File: src/rtl/asram_ctl_pkg.sv
package asram_ctl_pkg;

    typedef enum logic [2:0] {
        ST_IDLE  = 3'd0,
        ST_READ  = 3'd1,
        ST_TURN  = 3'd2,
        ST_WRITE = 3'd3,
        ST_HOLD  = 3'd4
    } seq_state_e;

    typedef struct packed {
        logic ce1_n;
        logic ce2;
        logic oe_n;
        logic we_n;
        logic dq_oe;
    } pin_ctl_t;

    localparam pin_ctl_t PINS_OFF = '{ce1_n: 1'b1, ce2: 1'b0, oe_n: 1'b1, we_n: 1'b1, dq_oe: 1'b0};

    // Minimum cycle time; the maximum address-to-data time has the same value.
    function automatic int grade_cycle_ns(input int grade);
        case (grade)
            0:       return 15;
            1:       return 20;
            default: return 25;
        endcase
    endfunction

    function automatic int grade_oe_ns(input int grade);
        case (grade)
            0:       return 7;
            1:       return 8;
            default: return 12;
        endcase
    endfunction

    function automatic int grade_release_ns(input int grade);
        case (grade)
            0:       return 6;
            1:       return 7;
            default: return 9;
        endcase
    endfunction

    function automatic int ns_to_cycles(input int ns, input int period_ns);
        int c;
        c = (ns + period_ns - 1) / period_ns;
        if (c < 1) c = 1;
        return c;
    endfunction

    function automatic int max_int(input int a, input int b);
        return (a > b) ? a : b;
    endfunction

    function automatic pin_ctl_t pins_for(input seq_state_e st);
        pin_ctl_t p;
        p = PINS_OFF;
        case (st)
            ST_READ: begin
                p.ce1_n = 1'b0;
                p.ce2   = 1'b1;
                p.oe_n  = 1'b0;
            end
            ST_WRITE: begin
                p.ce1_n = 1'b0;
                p.ce2   = 1'b1;
                p.we_n  = 1'b0;
                p.dq_oe = 1'b1;
            end
            ST_HOLD: begin
                p.ce1_n = 1'b0;
                p.ce2   = 1'b1;
                p.dq_oe = 1'b1;
            end
            default: p = PINS_OFF;
        endcase
        return p;
    endfunction

endpackage

File: src/rtl/sram_wait_timer.sv
module sram_wait_timer #(
    parameter int CW = 2
) (
    input  logic          clk,
    input  logic          rst,
    input  logic          load,
    input  logic [CW-1:0] load_val,
    output logic          zero
);
    logic [CW-1:0] cnt_q;

    always_ff @(posedge clk) begin
        if (rst) begin
            cnt_q <= '0;
        end else if (load) begin
            cnt_q <= load_val;
        end else if (cnt_q != '0) begin
            cnt_q <= cnt_q - 1'b1;
        end
    end

    assign zero = (cnt_q == '0);
endmodule

File: src/rtl/sram_seq_fsm.sv
module sram_seq_fsm
    import asram_ctl_pkg::*;
#(
    parameter int CW      = 2,
    parameter int RD_LOAD = 0,
    parameter int WR_LOAD = 0,
    parameter int HZ_LOAD = 0
) (
    input  logic          clk,
    input  logic          rst,
    input  logic          req_valid,
    input  logic          req_write,
    input  logic          t_zero,
    output logic          t_load,
    output logic [CW-1:0] t_val,
    output logic          accept,
    output logic          capture,
    output logic          idle,
    output pin_ctl_t      pins
);
    seq_state_e state_q, state_d;

    always_ff @(posedge clk) begin
        if (rst) state_q <= ST_IDLE;
        else     state_q <= state_d;
    end

    always_comb begin
        state_d = state_q;
        t_load  = 1'b0;
        t_val   = '0;
        accept  = 1'b0;
        capture = 1'b0;
        case (state_q)
            ST_IDLE: begin
                if (req_valid) begin
                    accept = 1'b1;
                    t_load = 1'b1;
                    if (req_write) begin
                        state_d = ST_WRITE;
                        t_val   = CW'(WR_LOAD);
                    end else begin
                        state_d = ST_READ;
                        t_val   = CW'(RD_LOAD);
                    end
                end
            end
            ST_READ: begin
                if (t_zero) begin
                    capture = 1'b1;
                    t_load  = 1'b1;
                    t_val   = CW'(HZ_LOAD);
                    state_d = ST_TURN;
                end
            end
            ST_TURN:  if (t_zero) state_d = ST_IDLE;
            ST_WRITE: if (t_zero) state_d = ST_HOLD;
            ST_HOLD:  state_d = ST_IDLE;
            default:  state_d = ST_IDLE;
        endcase
    end

    assign idle = (state_q == ST_IDLE);
    assign pins = pins_for(state_q);
endmodule

File: src/rtl/sram_req_latch.sv
module sram_req_latch #(
    parameter int AW = 13,
    parameter int DW = 8
) (
    input  logic          clk,
    input  logic          rst,
    input  logic          accept,
    input  logic          capture,
    input  logic [AW-1:0] req_addr,
    input  logic [DW-1:0] req_wdata,
    input  logic [DW-1:0] dq_i,
    output logic [AW-1:0] addr_q,
    output logic [DW-1:0] wdata_q,
    output logic          rsp_valid,
    output logic [DW-1:0] rsp_rdata
);
    always_ff @(posedge clk) begin
        if (rst) begin
            addr_q    <= '0;
            wdata_q   <= '0;
            rsp_valid <= 1'b0;
            rsp_rdata <= '0;
        end else begin
            rsp_valid <= capture;
            if (accept) begin
                addr_q  <= req_addr;
                wdata_q <= req_wdata;
            end
            if (capture) rsp_rdata <= dq_i;
        end
    end
endmodule

File: src/rtl/asram_ctrl.sv
module asram_ctrl
    import asram_ctl_pkg::*;
#(
    parameter int ADDR_W        = 13,
    parameter int DATA_W        = 8,
    parameter int CLK_PERIOD_NS = 10,
    parameter int SPEED_GRADE   = 0
) (
    input  logic              clk,
    input  logic              rst,
    input  logic              req_valid,
    output logic              req_ready,
    input  logic              req_write,
    input  logic [ADDR_W-1:0] req_addr,
    input  logic [DATA_W-1:0] req_wdata,
    output logic              rsp_valid,
    output logic [DATA_W-1:0] rsp_rdata,
    output logic [ADDR_W-1:0] mem_addr,
    output logic              mem_ce1_n,
    output logic              mem_ce2,
    output logic              mem_oe_n,
    output logic              mem_we_n,
    output logic [DATA_W-1:0] mem_dq_o,
    output logic              mem_dq_oe,
    input  logic [DATA_W-1:0] mem_dq_i
);
    localparam int CYC_RC  = ns_to_cycles(grade_cycle_ns(SPEED_GRADE), CLK_PERIOD_NS);
    localparam int CYC_OE  = ns_to_cycles(grade_oe_ns(SPEED_GRADE), CLK_PERIOD_NS);
    localparam int CYC_HZ  = ns_to_cycles(grade_release_ns(SPEED_GRADE), CLK_PERIOD_NS);
    localparam int CYC_RD  = max_int(CYC_RC, CYC_OE);
    localparam int CYC_WR  = CYC_RC;
    localparam int CYC_MAX = max_int(max_int(CYC_RD, CYC_WR), CYC_HZ);
    localparam int CNT_W   = (CYC_MAX < 2) ? 1 : $clog2(CYC_MAX);

    logic             t_load, t_zero, accept, capture, idle;
    logic [CNT_W-1:0] t_val;
    pin_ctl_t         pins;

    sram_wait_timer #(.CW(CNT_W)) timer_i (
        .clk      (clk),
        .rst      (rst),
        .load     (t_load),
        .load_val (t_val),
        .zero     (t_zero)
    );

    sram_seq_fsm #(
        .CW      (CNT_W),
        .RD_LOAD (CYC_RD - 1),
        .WR_LOAD (CYC_WR - 1),
        .HZ_LOAD (CYC_HZ - 1)
    ) fsm_i (
        .clk       (clk),
        .rst       (rst),
        .req_valid (req_valid),
        .req_write (req_write),
        .t_zero    (t_zero),
        .t_load    (t_load),
        .t_val     (t_val),
        .accept    (accept),
        .capture   (capture),
        .idle      (idle),
        .pins      (pins)
    );

    sram_req_latch #(.AW(ADDR_W), .DW(DATA_W)) latch_i (
        .clk       (clk),
        .rst       (rst),
        .accept    (accept),
        .capture   (capture),
        .req_addr  (req_addr),
        .req_wdata (req_wdata),
        .dq_i      (mem_dq_i),
        .addr_q    (mem_addr),
        .wdata_q   (mem_dq_o),
        .rsp_valid (rsp_valid),
        .rsp_rdata (rsp_rdata)
    );

    assign req_ready = idle;
    assign mem_ce1_n = pins.ce1_n;
    assign mem_ce2   = pins.ce2;
    assign mem_oe_n  = pins.oe_n;
    assign mem_we_n  = pins.we_n;
    assign mem_dq_oe = pins.dq_oe;
endmodule

File: config.mk
export PLATFORM = sky130hd
export DESIGN_NAME = asram_ctrl
export DESIGN_NICKNAME = d
export VERILOG_FILES = /design/src/rtl/asram_ctl_pkg.sv /design/src/rtl/sram_wait_timer.sv /design/src/rtl/sram_seq_fsm.sv /design/src/rtl/sram_req_latch.sv /design/src/rtl/asram_ctrl.sv
export SDC_FILE = /design/constraint.sdc
export NUM_CORES = 1
export LEC_CHECK = 0
export ABC_AREA = 1
export BUFFER_PORTS_ARGS = -buffer_cell sky130_fd_sc_hd__clkbuf_2
export CORE_MARGIN = 1.5
export CORE_UTILIZATION = 37
export CTS_CLUSTER_SIZE = 10
export DETAILED_ROUTE_END_ITERATION = 16
export HOLD_SLACK_MARGIN = 0.12
export PLACE_DENSITY_LB_ADDON = 0.1
export SLEW_MARGIN = 20
export SYNTH_ARGS = -nofsm -noshare
export SYNTH_HDL_FRONTEND = slang
export SYNTH_HIERARCHICAL = 1
export SYNTH_SLANG_ARGS = --single-unit
File: constraint.sdc
create_clock -name clk -period 1.5 [get_ports clk]
set_input_delay 0.3 -clock clk [delete_from_list [all_inputs] [get_ports clk]]
set_output_delay 0.3 -clock clk [all_outputs]
set_load 0.05 [all_outputs]
==> results_dict.tcl <==
set metrics [dict create \
    status "finished with violations" \
    violations "negative setup slack" \
    final_cell_mix "64 x clkbuf_2, 63 x nand2_1, 59 x nor2_1, 36 x inv_1, 31 x dfxtp_1" \
    postSynthAreaPerCell_sq_um 6.57 \
    grt_setup_unrepaired "true" \
    cts_made_buffers 5 \
    avgRoutedWirePerCell_um 8.51 \
    power.leakage_nw 1.20 \
    crit_required_ps 1200 \
    final_cell_area_sq_um 2090 \
    first_pass_iters 3 \
    grt_pass1_vias 1158 \
    die_h_um 67.0 \
    initial_core_util 0.382 \
    track_usage 0.139 \
    layout.nets 334 \
    placed_cell_area_sq_um 1920 \
    power_density_nw_per_um2 1980 \
    yosysSeqAreaShare 0.448 \
    dieArea_sq_um 4500 \
    setup_viol_count_final 2 \
    grt_overflow_total 0 \
    tns_ps -107 \
    die_x_um 67.0 \
    cap_violations 0 \
    period_share 1.04 \
    ys_ff_latch 34 \
    fill_cells 419 \
    diodes 0 \
    drcViolationCount 0 \
    drv_slew 0 \
    final_common_cell "clkbuf_2" \
    synth_cells 231 \
    fin_crit_ps 1570 \
    syn_area_sq_um 1520 \
    hold_viol_final 0 \
    row_count 23 \
    synth_cell_types 16 \
    arrival_ps 1270 \
    end_kind "primary output" \
    final_antenna_net_count 0 \
    io_pins 69 \
    drtIter0Drc 60 \
    drt-total-wl_mm 3.00 \
    portBuffers 68 \
    crit_path_start_kind "flop" \
    viasPerCell 4.01 \
    ir_drop_uv 959 \
    final.setup.worst_slack_ps -66.0 \
    clk_pin_slew_ps 70 \
    dpl.hpwl_mm 2.16 \
    final_util 0.526 \
    worstMarginPinSlew_ps 289 \
    critPathKind "flop to primary output" \
    cts_tree "done" \
    synth_warnings 6 \
    clockRootBuffer "clkbuf_8" \
    cts_buffer_depth 2 \
    core_sq_um 3970 \
    insertion_delay_ps 280 \
    layout-drive-gt1-share 0.341 \
    syn_to_final_growth_pct 37.8 \
    maxSlewHeadroom 0.808 \
    grt_max_degree 31 \
    htreeDepth 2 \
    skew_ps 9.40 \
    dr_total_vias 1413 \
    clock_sinks 34 \
    syn-num-nets 264 \
    grt_pass1_wl_mm 4.74 \
    cp_max_fo 3 \
    gp_congestion 0.933 \
    max_freq_mhz 639 \
    hp-class "primary input to flop" \
    grt_antenna_before_repair 0 \
]
==> layer usage <==
metal  part of all wire  GRT usage  up-vias
li1                   -          -      794
met4              0.014     0.0612        0
met3              0.082     0.0557        5
met5                  0          0        -
met2               0.44      0.220       43
met1               0.46      0.163      571
==> cells in the mapped netlist <==
master   count  area share
a21oi_1      1      0.0033
buf_2        1      0.0033
buf_4        2      0.0099
buf_6        7       0.052
buf_8        1      0.0099
dfxtp_1     34        0.45
inv_1       41        0.10
inv_2        1      0.0025
nand2_1     66        0.16
nand3_1      4       0.013
nand4_1      1      0.0041
nor2_1      64        0.16
nor2_2       4       0.016
nor3_1       1      0.0033
o21ai_0      2      0.0066
o22ai_1      1      0.0041
==> layout make-up <==
cell class	count	area (sq um)	share of cell area
Clock buffer	7	86.3	0.0413
Clock inverter	1	5.00	0.00239
Inverter	42	164	0.0784
Multi-Input combinational cell	144	642	0.307
Sequential cell	34	689	0.330
Tap cell	50	62.6	0.0299
Timing Repair Buffer	74	442	0.211
==> metrics by stage <==
step	cells	power [mW]	worst slack (ps)	hold WS [ps]
final	352	4.15	-66.0	265
after global routing	352	4.41	-119	272
after CTS	352	4.14	-62.0	260
after detailed placement	343	3.34	71.1	461
after global placement	343	3.34	79.2	458
after floorplan	231	2.98	-289	367
==> power by group <==
| part | internal, mW | leakage [nW] | total, mW | switching (mW) |
|---|---|---|---|---|
| clock | 0.370 | 0.0482 | 0.678 | 0.308 |
| sequential | 1.14 | 0.282 | 1.27 | 0.133 |
| combinational | 0.636 | 0.867 | 2.20 | 1.56 |
==> cell families (layout without fill, tap and decap cells) <==
logic type             count (synthesis)  in the layout  synth area share
AOI/OAI and AO/OA                      4              4            0.0140
buffers and inverters                 53            124             0.179
DFF                                   34             34             0.448
and+or+nand+nor                      140            140             0.359
==> flip-flops by register name, indices dropped and copies added (netlist names) <==
| name | count |
|---|---|
| fsm_i/state_q | 3 |
| latch_i/addr_q | 13 |
| latch_i/rsp_rdata | 8 |
| latch_i/rsp_valid | 1 |
| latch_i/wdata_q | 8 |
| timer_i/cnt_q | 1 |
==> critical path, cell delays in order (launching register included) <==
cell        delay (ps)
dfxtp_4            370
nand2_4             70
nor2_4              40
inv_4               80
nand2_8             50
nor2_4             100
clkinvlp_4         100
clkbuf_16          170
==> repair_timing <==
action                                 CTS  global route
hold buffers                             0             0
setup buffers                            1             0
resized for setup                       16             9
endpoints found under the hold margin    0             0
pin swaps                                2             0
setup endpoints to repair                6             7
==> final timing paths <==
| path | cells past startpoint | endpoint | slack (ps) | from |
|---|---|---|---|---|
| setup reg to reg | 9 | latch_i/addr_q[4] | 130 | fsm_i/state_q[1] |
| hold reg to reg | 2 | latch_i/addr_q[6] | 470 | latch_i/addr_q[6] |
| setup / recovery | 7 | mem_ce2 | -70 | fsm_i/state_q[1] |
| hold / removal | 2 | timer_i/cnt_q | 270 | rst |
Power figures use the tool's default switching activity.
